$ cat src/rtl/slg_pkg.sv
package slg_pkg;

    typedef enum logic {
        SEL_LOOP   = 1'b0,
        SEL_CENTRE = 1'b1
    } ctrl_src_e;

    typedef struct packed {
        logic rdata;
        logic rclk;
        logic divided;
        logic main;
    } out_en_t;

    function automatic int unsigned quiet_cnt_width(input int unsigned limit);
        return $clog2(limit + 1);
    endfunction

endpackage

$ cat src/rtl/slg_edge_sync.sv
module slg_edge_sync #(
    parameter int unsigned SYNC_STAGES = 2
) (
    input  logic clk,
    input  logic rst,
    input  logic din,
    output logic edge_seen
);
    localparam int unsigned PW = SYNC_STAGES + 1;

    logic [PW-1:0] pipe;

    always_ff @(posedge clk) begin
        if (rst) pipe <= '0;
        else     pipe <= {pipe[PW-2:0], din};
    end

    assign edge_seen = pipe[PW-1] ^ pipe[PW-2];

endmodule

$ cat src/rtl/slg_quiet_timer.sv
module slg_quiet_timer #(
    parameter int unsigned QUIET_LIMIT = 256
) (
    input  logic clk,
    input  logic rst,
    input  logic edge_seen,
    output logic alarm
);
    localparam int unsigned CW = slg_pkg::quiet_cnt_width(QUIET_LIMIT);
    localparam logic [CW-1:0] LIM      = CW'(QUIET_LIMIT);
    localparam logic [CW-1:0] LIM_LAST = CW'(QUIET_LIMIT - 1);

    logic [CW-1:0] quiet_cnt;

    always_ff @(posedge clk) begin
        if (rst) begin
            quiet_cnt <= '0;
            alarm     <= 1'b0;
        end else if (edge_seen) begin
            quiet_cnt <= '0;
            alarm     <= 1'b0;
        end else begin
            if (quiet_cnt != LIM) quiet_cnt <= quiet_cnt + 1'b1;
            if (quiet_cnt == LIM_LAST) alarm <= 1'b1;
        end
    end

    // reset leaves counter clear and alarm low
    p_reset_clear_r1: assert property (@(posedge clk)
        $past(rst) |-> (quiet_cnt == '0 && !alarm));
    // an edge drops the alarm on the next clock
    p_edge_clears_r3: assert property (@(posedge clk) disable iff (rst)
        edge_seen |=> !alarm);
    // the alarm only rises when the count has reached the limit
    p_rise_at_limit_r2: assert property (@(posedge clk) disable iff (rst)
        $rose(alarm) |-> quiet_cnt == LIM);
    // the alarm holds while idle, and the counter never passes the limit
    p_hold_while_quiet_r5: assert property (@(posedge clk) disable iff (rst)
        (alarm && !edge_seen) |=> alarm);
    p_no_overflow_r5: assert property (@(posedge clk) disable iff (rst)
        quiet_cnt <= LIM);

endmodule

$ cat src/rtl/slg_out_ctrl.sv
module slg_out_ctrl
    import slg_pkg::*;
(
    input  logic      holdover_req,
    input  logic      release_n,
    output ctrl_src_e src_sel,
    output out_en_t   drv_en
);
    always_comb begin
        src_sel        = holdover_req ? SEL_CENTRE : SEL_LOOP;
        drv_en.main    = release_n;
        drv_en.divided = release_n;
        drv_en.rclk    = release_n;
        drv_en.rdata   = release_n;
    end
endmodule

$ cat src/rtl/sig_loss_guard.sv
module sig_loss_guard
    import slg_pkg::*;
#(
    parameter int unsigned QUIET_LIMIT = 256,
    parameter int unsigned SYNC_STAGES = 2
) (
    input  logic       clk_in,
    input  logic       rst,
    input  logic       data_in,
    input  logic       losin,
    input  logic       hiz_n,
    output logic       los,
    output logic       ctrl_sel,
    output logic [3:0] out_en
);
    logic      edge_seen;
    ctrl_src_e src_sel;
    out_en_t   drv_en;

    slg_edge_sync #(.SYNC_STAGES(SYNC_STAGES)) u_sync (
        .clk(clk_in), .rst(rst), .din(data_in), .edge_seen(edge_seen)
    );

    slg_quiet_timer #(.QUIET_LIMIT(QUIET_LIMIT)) u_timer (
        .clk(clk_in), .rst(rst), .edge_seen(edge_seen), .alarm(los)
    );

    slg_out_ctrl u_ctrl (
        .holdover_req(losin), .release_n(hiz_n),
        .src_sel(src_sel), .drv_en(drv_en)
    );

    assign ctrl_sel = src_sel;
    assign out_en   = drv_en;

    // the tuning select tracks the holdover request
    p_sel_follows_r6: assert property (@(posedge clk_in) disable iff (rst)
        ctrl_sel == losin);
    // the four driver enables move together with hiz_n
    p_enables_r7: assert property (@(posedge clk_in) disable iff (rst)
        out_en == {4{hiz_n}});

endmodule

$ cat config.mk
export PLATFORM = sky130hd
export DESIGN_NAME = sig_loss_guard
export DESIGN_NICKNAME = d
export VERILOG_FILES = /design/src/rtl/slg_pkg.sv /design/src/rtl/slg_edge_sync.sv /design/src/rtl/slg_quiet_timer.sv /design/src/rtl/slg_out_ctrl.sv /design/src/rtl/sig_loss_guard.sv
export SDC_FILE = /design/constraint.sdc
export NUM_CORES = 1
export LEC_CHECK = 0
export BUFFER_PORTS_ARGS = -buffer_cell sky130_fd_sc_hd__buf_4
export CORE_AREA = 2 2 39 41
export CTS_CLUSTER_SIZE = 10
export DETAILED_ROUTE_END_ITERATION = 16
export DIE_AREA = 0 0 41 43
export PLACE_DENSITY_LB_ADDON = 0.12
export SYNTH_ARGS = -nofsm -noshare
export SYNTH_HDL_FRONTEND = slang
export SYNTH_SLANG_ARGS = --single-unit
$ cat constraint.sdc
create_clock -name clk_in -period 2.6 [get_ports clk_in]
set_clock_uncertainty 0.05 [all_clocks]
set_input_delay 0.26 -clock clk_in [delete_from_list [all_inputs] [get_ports clk_in]]
set_output_delay 0.26 -clock clk_in [all_outputs]
set_load 0.05 [all_outputs]
# Word level (Yosys, flattened, before mapping)

Cells that the tools add are included.

Add/subtract/negate cells: 1
Eq/ne operators: 2
Multiplexer cells: 1
Bitwise logic cells: 1
Reductions and logical operators: 1

Operator list:

| cell                  | count |
|---|---|
| $add A9 B1 Y9 const B | 1 |
| $eq A9 B8 Y1 const B  | 1 |
| $ne A9 B9 Y1 const B  | 1 |
| $reduce_or A2 Y1      | 1 |
| $mux W1               | 1 |
| $xor A1 B1 Y1         | 1 |

Register bits: 13
Input port bits: 5
Output and inout port bits: 6
Word-level logic and storage cells: 9

# Depth between registers and ports, before layout

Word-level depth: 2
Depth in mapped cells: 6
Mapped depth without buffers: 6

# Hierarchy

Synthesis repeated with hierarchy kept, for this count alone.

Cell total of the unflattened synthesis: 68
Area total of the unflattened synthesis: 613.1 um^2

Modules (own cells, without submodules):

| module          | times used | cells an instance | area an instance (um^2) | sequential area each (um^2) |
|---|---|---|---|---|
| slg_quiet_timer | 1          | 56                | 488.0                   | 200.2 |
| slg_edge_sync   | 1          | 7                 | 87.6                    | 60.1 |
| slg_out_ctrl    | 1          | 5                 | 37.5                    | 0.0 |

# Worst setup path after synthesis

OpenSTA, ideal clock, no wires.

Kind: reg-to-reg
Start: register u_timer.quiet_cnt[0]
End: register u_timer.quiet_cnt[1]
Library setup time: 0.119 ns
Arrival time: 1.218 ns
Required time: 2.431 ns
Slack: 1.213 ns
Stages on the path, launching flop included: 6
Buffers on the path: 0
Period minus slack after synthesis: 1.387 ns
Cells stage by stage: dfxtp_1 -> inv_1 -> ha_1 -> or4b_1 -> o21ai_0 -> a21oi_1

Longest elaborated chain between the ends: 1
Elaborated cells on any way between the ends: 2
Classes of those cells: 1 x add/sub; 1 x eq/ne

Ends and longest elaborated chain:

| what                                                 | line                  | text |
|---|---|---|
| start: declaration                                   | slg_quiet_timer.sv:13 | `logic [CW-1:0] quiet_cnt;` |
| start signal: assignment                             | slg_quiet_timer.sv:23 | `if (quiet_cnt != LIM) quiet_cnt <= quiet_cnt + 1'b1;` |
| $add A9 B1 Y9 / $ne A9 B9 Y1 (equally long branches) | slg_quiet_timer.sv:23 |  |

Parallel ways exist; a longest one is shown, timed or not.
A chain may end at the register's enable or synchronous reset.

# Final worst setup path

Same ends and word-level chain as after synthesis.

==> run summary <==
The run finished with clean final reports. The ratio of cells with drive above 1 in the final layout was 0.1127. Counting every sink on the clock net gives 13.

The later pin in the worst-skew pair is clocked with a latency of 0.28 ns. The tools report the pin count of the biggest net entering global routing as 11. The endpoint identified for the worst register-to-register timing path is u_timer.quiet_cnt[1].

The post-detailed-placement half-perimeter wirelength was 773.3 µm; the maximum clock frequency was 626.6 MHz. The tool flagged a number of max-cap violations equal to 0. The cell area that synthesis handed to floorplanning was 623.1 µm². The ratio of final minimum period to clock period came out at 0.6138.

The switching share of total power is 0.2440, and the detailed-routing iteration count for the pre-antenna-repair pass is 4. The run gives 0.4647 as the final standard cell utilization of the core. For the overall routing resource usage, the log shows 0.1626.

The minimum period implied by the final worst setup slack works out to 1.596 ns. The path class of the tightest hold or removal check is in -> reg. The die covers 0.001763 mm². In this run the power spent charging and discharging nets is 0.08950 mW. Setup repair after global routing left no endpoint under its margin. For the hold buffer count at cts, the log shows 0. Average footprint of a synthesized cell: 8.901 µm².

The critical path is of the reg -> reg type. Setup violations remaining at the end of the flow were counted as 0. In this run the power density over the cells is 570.2 mW/mm².

Routed wire length per instance: 13.30 µm. Following the worst setup path forward leads to its endpoint at u_timer.quiet_cnt[1]. Clock-pin slew was measured on the worst setup and hold paths at 0.08 ns. The initialized floorplan defines 14 standard-cell rows. The quantity of gates resized following cts is 0. For the worst setup path, the data required time is 2.71 ns.

Dividing the detail-routed via count by the number of cells gives 5.644. The longest clock path from root to sink contains 2 buffers. For the depth of the CTS H-tree, the log shows 1.

The cell type with the highest aggregate area in the netlist is sky130_fd_sc_hd__dfxtp_1. The logs give 0.4503 for the effective utilization at floorplan and 0.347 for the clock share of power. The number of hold-slack violations in the final timing report was 0; the number of fill cells was 138. The tools report the worst-case headroom to the max-slew limit as 0.6180.

In the final design database the tool counted 80 nets. For the number of DRC markers after the initial detailed-route iteration, the log shows 4. TritonCTS built the clock tree.

After detailed placement, the total cell area comes to 616.8 µm². The cell count after synthesis came out at 70. The final design instance area without fill was 643.1 µm².

STA classifies the critical path endpoint as a flip-flop. Counting flops and latches in the post-synthesis netlist gives 13. Yosys mapped a number of flops with a built-in enable equal to 0. The logs give 0 for the count of buffers added by post-CTS timing repair for setup and 260.3 µm² for the footprint of the flip-flops and latches.

Summed over all layers, the routed wires come to 1157 µm. The dominant register cell in the synthesized netlist was sky130_fd_sc_hd__dfxtp_1. After synthesis, the netlist uses 25 different library cells. When the netlist entered floorplanning its net count stood at 78. The run gives 0.574 as the sequential power share. The die height works out to 43 µm. The repair_antennas step left the layout with diodes totalling 0. The proportion of register bits with asynchronous set or reset after synthesis works out to 0. In the post-synthesis netlist, the biggest area contributors are sky130_fd_sc_hd__dfxtp_1, sky130_fd_sc_hd__buf_4, sky130_fd_sc_hd__ha_1. The setup slack of the most critical reg-to-reg path came out at 1.00 ns. The area share of the largest cell type after synthesis works out to 0.4177.

In this run the remaining antenna-violating nets after routing total 0. The global-route wire length before repair was 1842 µm. In this run the worst setup path begins at u_timer.quiet_cnt[0].

For the number of clock buffers inserted by TritonCTS, the log shows 3. In this run the horizontal extent of the chip is 41 µm. The number of remaining DRC errors was 0. Pin placement for this block handled 11 I/O pins. For this design the static power due to leakage is 0.2255 nW. The multi-input combinational cells in the finished layout cover a total of 299.0 µm². Yosys printed 0 warnings. Final number of max-transition violations: 0.

STA puts the critical path data arrival time at 1.71 ns. The overall via count from detail_route was 491; the number of global-route vias before repair was 428. The tools report the power share of the combinational group as 0.079. The number of buffers inserted by port buffering was 3. In this run the critical register-to-register path is launched from u_timer.quiet_cnt[0]. The number of antenna violations at the first check in global routing is 0, and the largest fanout on the critical path is 5. The internal power summed over all cells was 0.2772 mW; the placeable core region was 0.001384 mm². Final weighted congestion in routability-driven placement: 0.7693.

Maximum ir drop on the vdd rail: 239.8 µV. STA classifies the critical path startpoint as a flip-flop. The length in cells of the worst reg-to-reg path was 5. The fraction of the yosys area taken by sequential cells was 0.4177. The transition time at the pin with the least slew margin was 0.5650 ns. Summed over all layers, the global routing overflow is 0. The tools report the root buffer cell as sky130_fd_sc_hd__clkbuf_4. Setup TNS after final layout: 0 ns.

The area growth from synthesis to layout is 3.213%.
metal layers:
metal | vias up | part of all wire | track usage
met3 | 4 | 0.035 | 0.03141
met4 | 0 | 0.035 | 0.1467
met5 | - | 0 | 0
li1 | 242 | - | -
met1 | 237 | 0.48 | 0.2033
met2 | 8 | 0.45 | 0.2219
worst min path at each step:
| stage | start | end | slack (ns) | depth (start not counted) |
|---|---|---|---|---|
| after floorplan | rst | u_sync.pipe[0] | 0.28 | 1 |
| after global placement | u_sync.pipe[0] | u_sync.pipe[1] | 0.37 | 1 |
| after detailed placement | u_sync.pipe[0] | u_sync.pipe[1] | 0.38 | 1 |
| after CTS | rst | u_sync.pipe[2] | 0.1 | 2 |
| after global routing | rst | u_sync.pipe[1] | 0.09 | 2 |
| final | rst | u_sync.pipe[2] | 0.10 | 2 |
critical path: stages, from the launching register on:
cell                      delay (ns)
sky130_fd_sc_hd__dfxtp_1        0.35
sky130_fd_sc_hd__inv_1          0.09
sky130_fd_sc_hd__ha_1           0.16
sky130_fd_sc_hd__or4b_1         0.51
sky130_fd_sc_hd__o21ai_0        0.22
sky130_fd_sc_hd__a21oi_1        0.09
per-stage QoR:
stage	power (mW)	setup slack, ns	hold WS, ns	instances
after floorplan	0.2565	1.213	0.2816	70
after global placement	0.2413	1.109	0.3693	83
after detailed placement	0.2424	1.092	0.3801	83
after CTS	0.3717	1.041	0.09755	87
after global routing	0.3864	0.9184	0.09094	87
final	0.3667	1.004	0.1005	87
cell usage after synthesis (all sizes together), types with 2 or more instances:
cell / instances
a21oi: 7
buf: 6
dfxtp: 13
ha: 3
inv: 4
nand2: 3
nand3: 5
nor2: 5
nor2b: 3
nor3: 2
nor4b: 2
o21ai: 4
or3: 2
or4b: 2
xor2: 2
final cells by class:
class | count | share of cell area
multi-input cells | 47 | 0.4650
clock buffers | 4 | 0.04086
inverters | 4 | 0.02335
repair buffers | 3 | 0.03502
well taps | 16 | 0.03113
flip-flops and latches | 13 | 0.4047
cell usage in the layout (no fill, tap or decap):
cell / instances
sky130_fd_sc_hd__inv_1: 4
sky130_fd_sc_hd__or4b_1: 2
sky130_fd_sc_hd__nand4_1: 1
sky130_fd_sc_hd__xnor2_1: 1
sky130_fd_sc_hd__or3_2: 1
sky130_fd_sc_hd__o21ai_0: 4
sky130_fd_sc_hd__ha_1: 3
sky130_fd_sc_hd__dfxtp_1: 13
sky130_fd_sc_hd__nor2_1: 5
sky130_fd_sc_hd__nor4b_1: 2
sky130_fd_sc_hd__o31ai_1: 1
sky130_fd_sc_hd__xor2_1: 2
sky130_fd_sc_hd__or4_1: 1
sky130_fd_sc_hd__nand2_1: 2
sky130_fd_sc_hd__buf_4: 3
sky130_fd_sc_hd__a21oi_1: 7
sky130_fd_sc_hd__clkbuf_1: 1
sky130_fd_sc_hd__or2b_1: 1
sky130_fd_sc_hd__or3_1: 1
sky130_fd_sc_hd__nand2b_1: 1
sky130_fd_sc_hd__nor2b_1: 3
sky130_fd_sc_hd__clkbuf_4: 3
sky130_fd_sc_hd__and2b_1: 1
sky130_fd_sc_hd__nand3_1: 5
sky130_fd_sc_hd__nand2_2: 1
sky130_fd_sc_hd__nor3_1: 2
state kept, by name, summed over array words and instances (netlist names):
| register | flops |
|---|---|
| u_timer.alarm | 1 |
| u_timer.quiet_cnt | 9 |
| u_sync.pipe | 3 |
power groups by stage:
stage / combinational [mW] / clock [mW] / sequential, mW
after global placement: 0.0264 / 0 / 0.215
after CTS: 0.0285 / 0.133 / 0.210
after floorplan: 0.0427 / 0 / 0.214
after global routing: 0.0320 / 0.143 / 0.212
final: 0.0289 / 0.127 / 0.211
after detailed placement: 0.0273 / 0 / 0.215
cell families after synthesis:
kind of cell | Yosys count | share of synthesized area
AOI/OAI and AO/OA | 12 | 0.1004
xor gates and xnor gates | 3 | 0.04218
adders and majority gates | 3 | 0.06025
buffers and inverters | 10 | 0.1024
DFF | 13 | 0.4177
and+or+nand+nor | 29 | 0.2772
(Power assumes the default switching activity.)
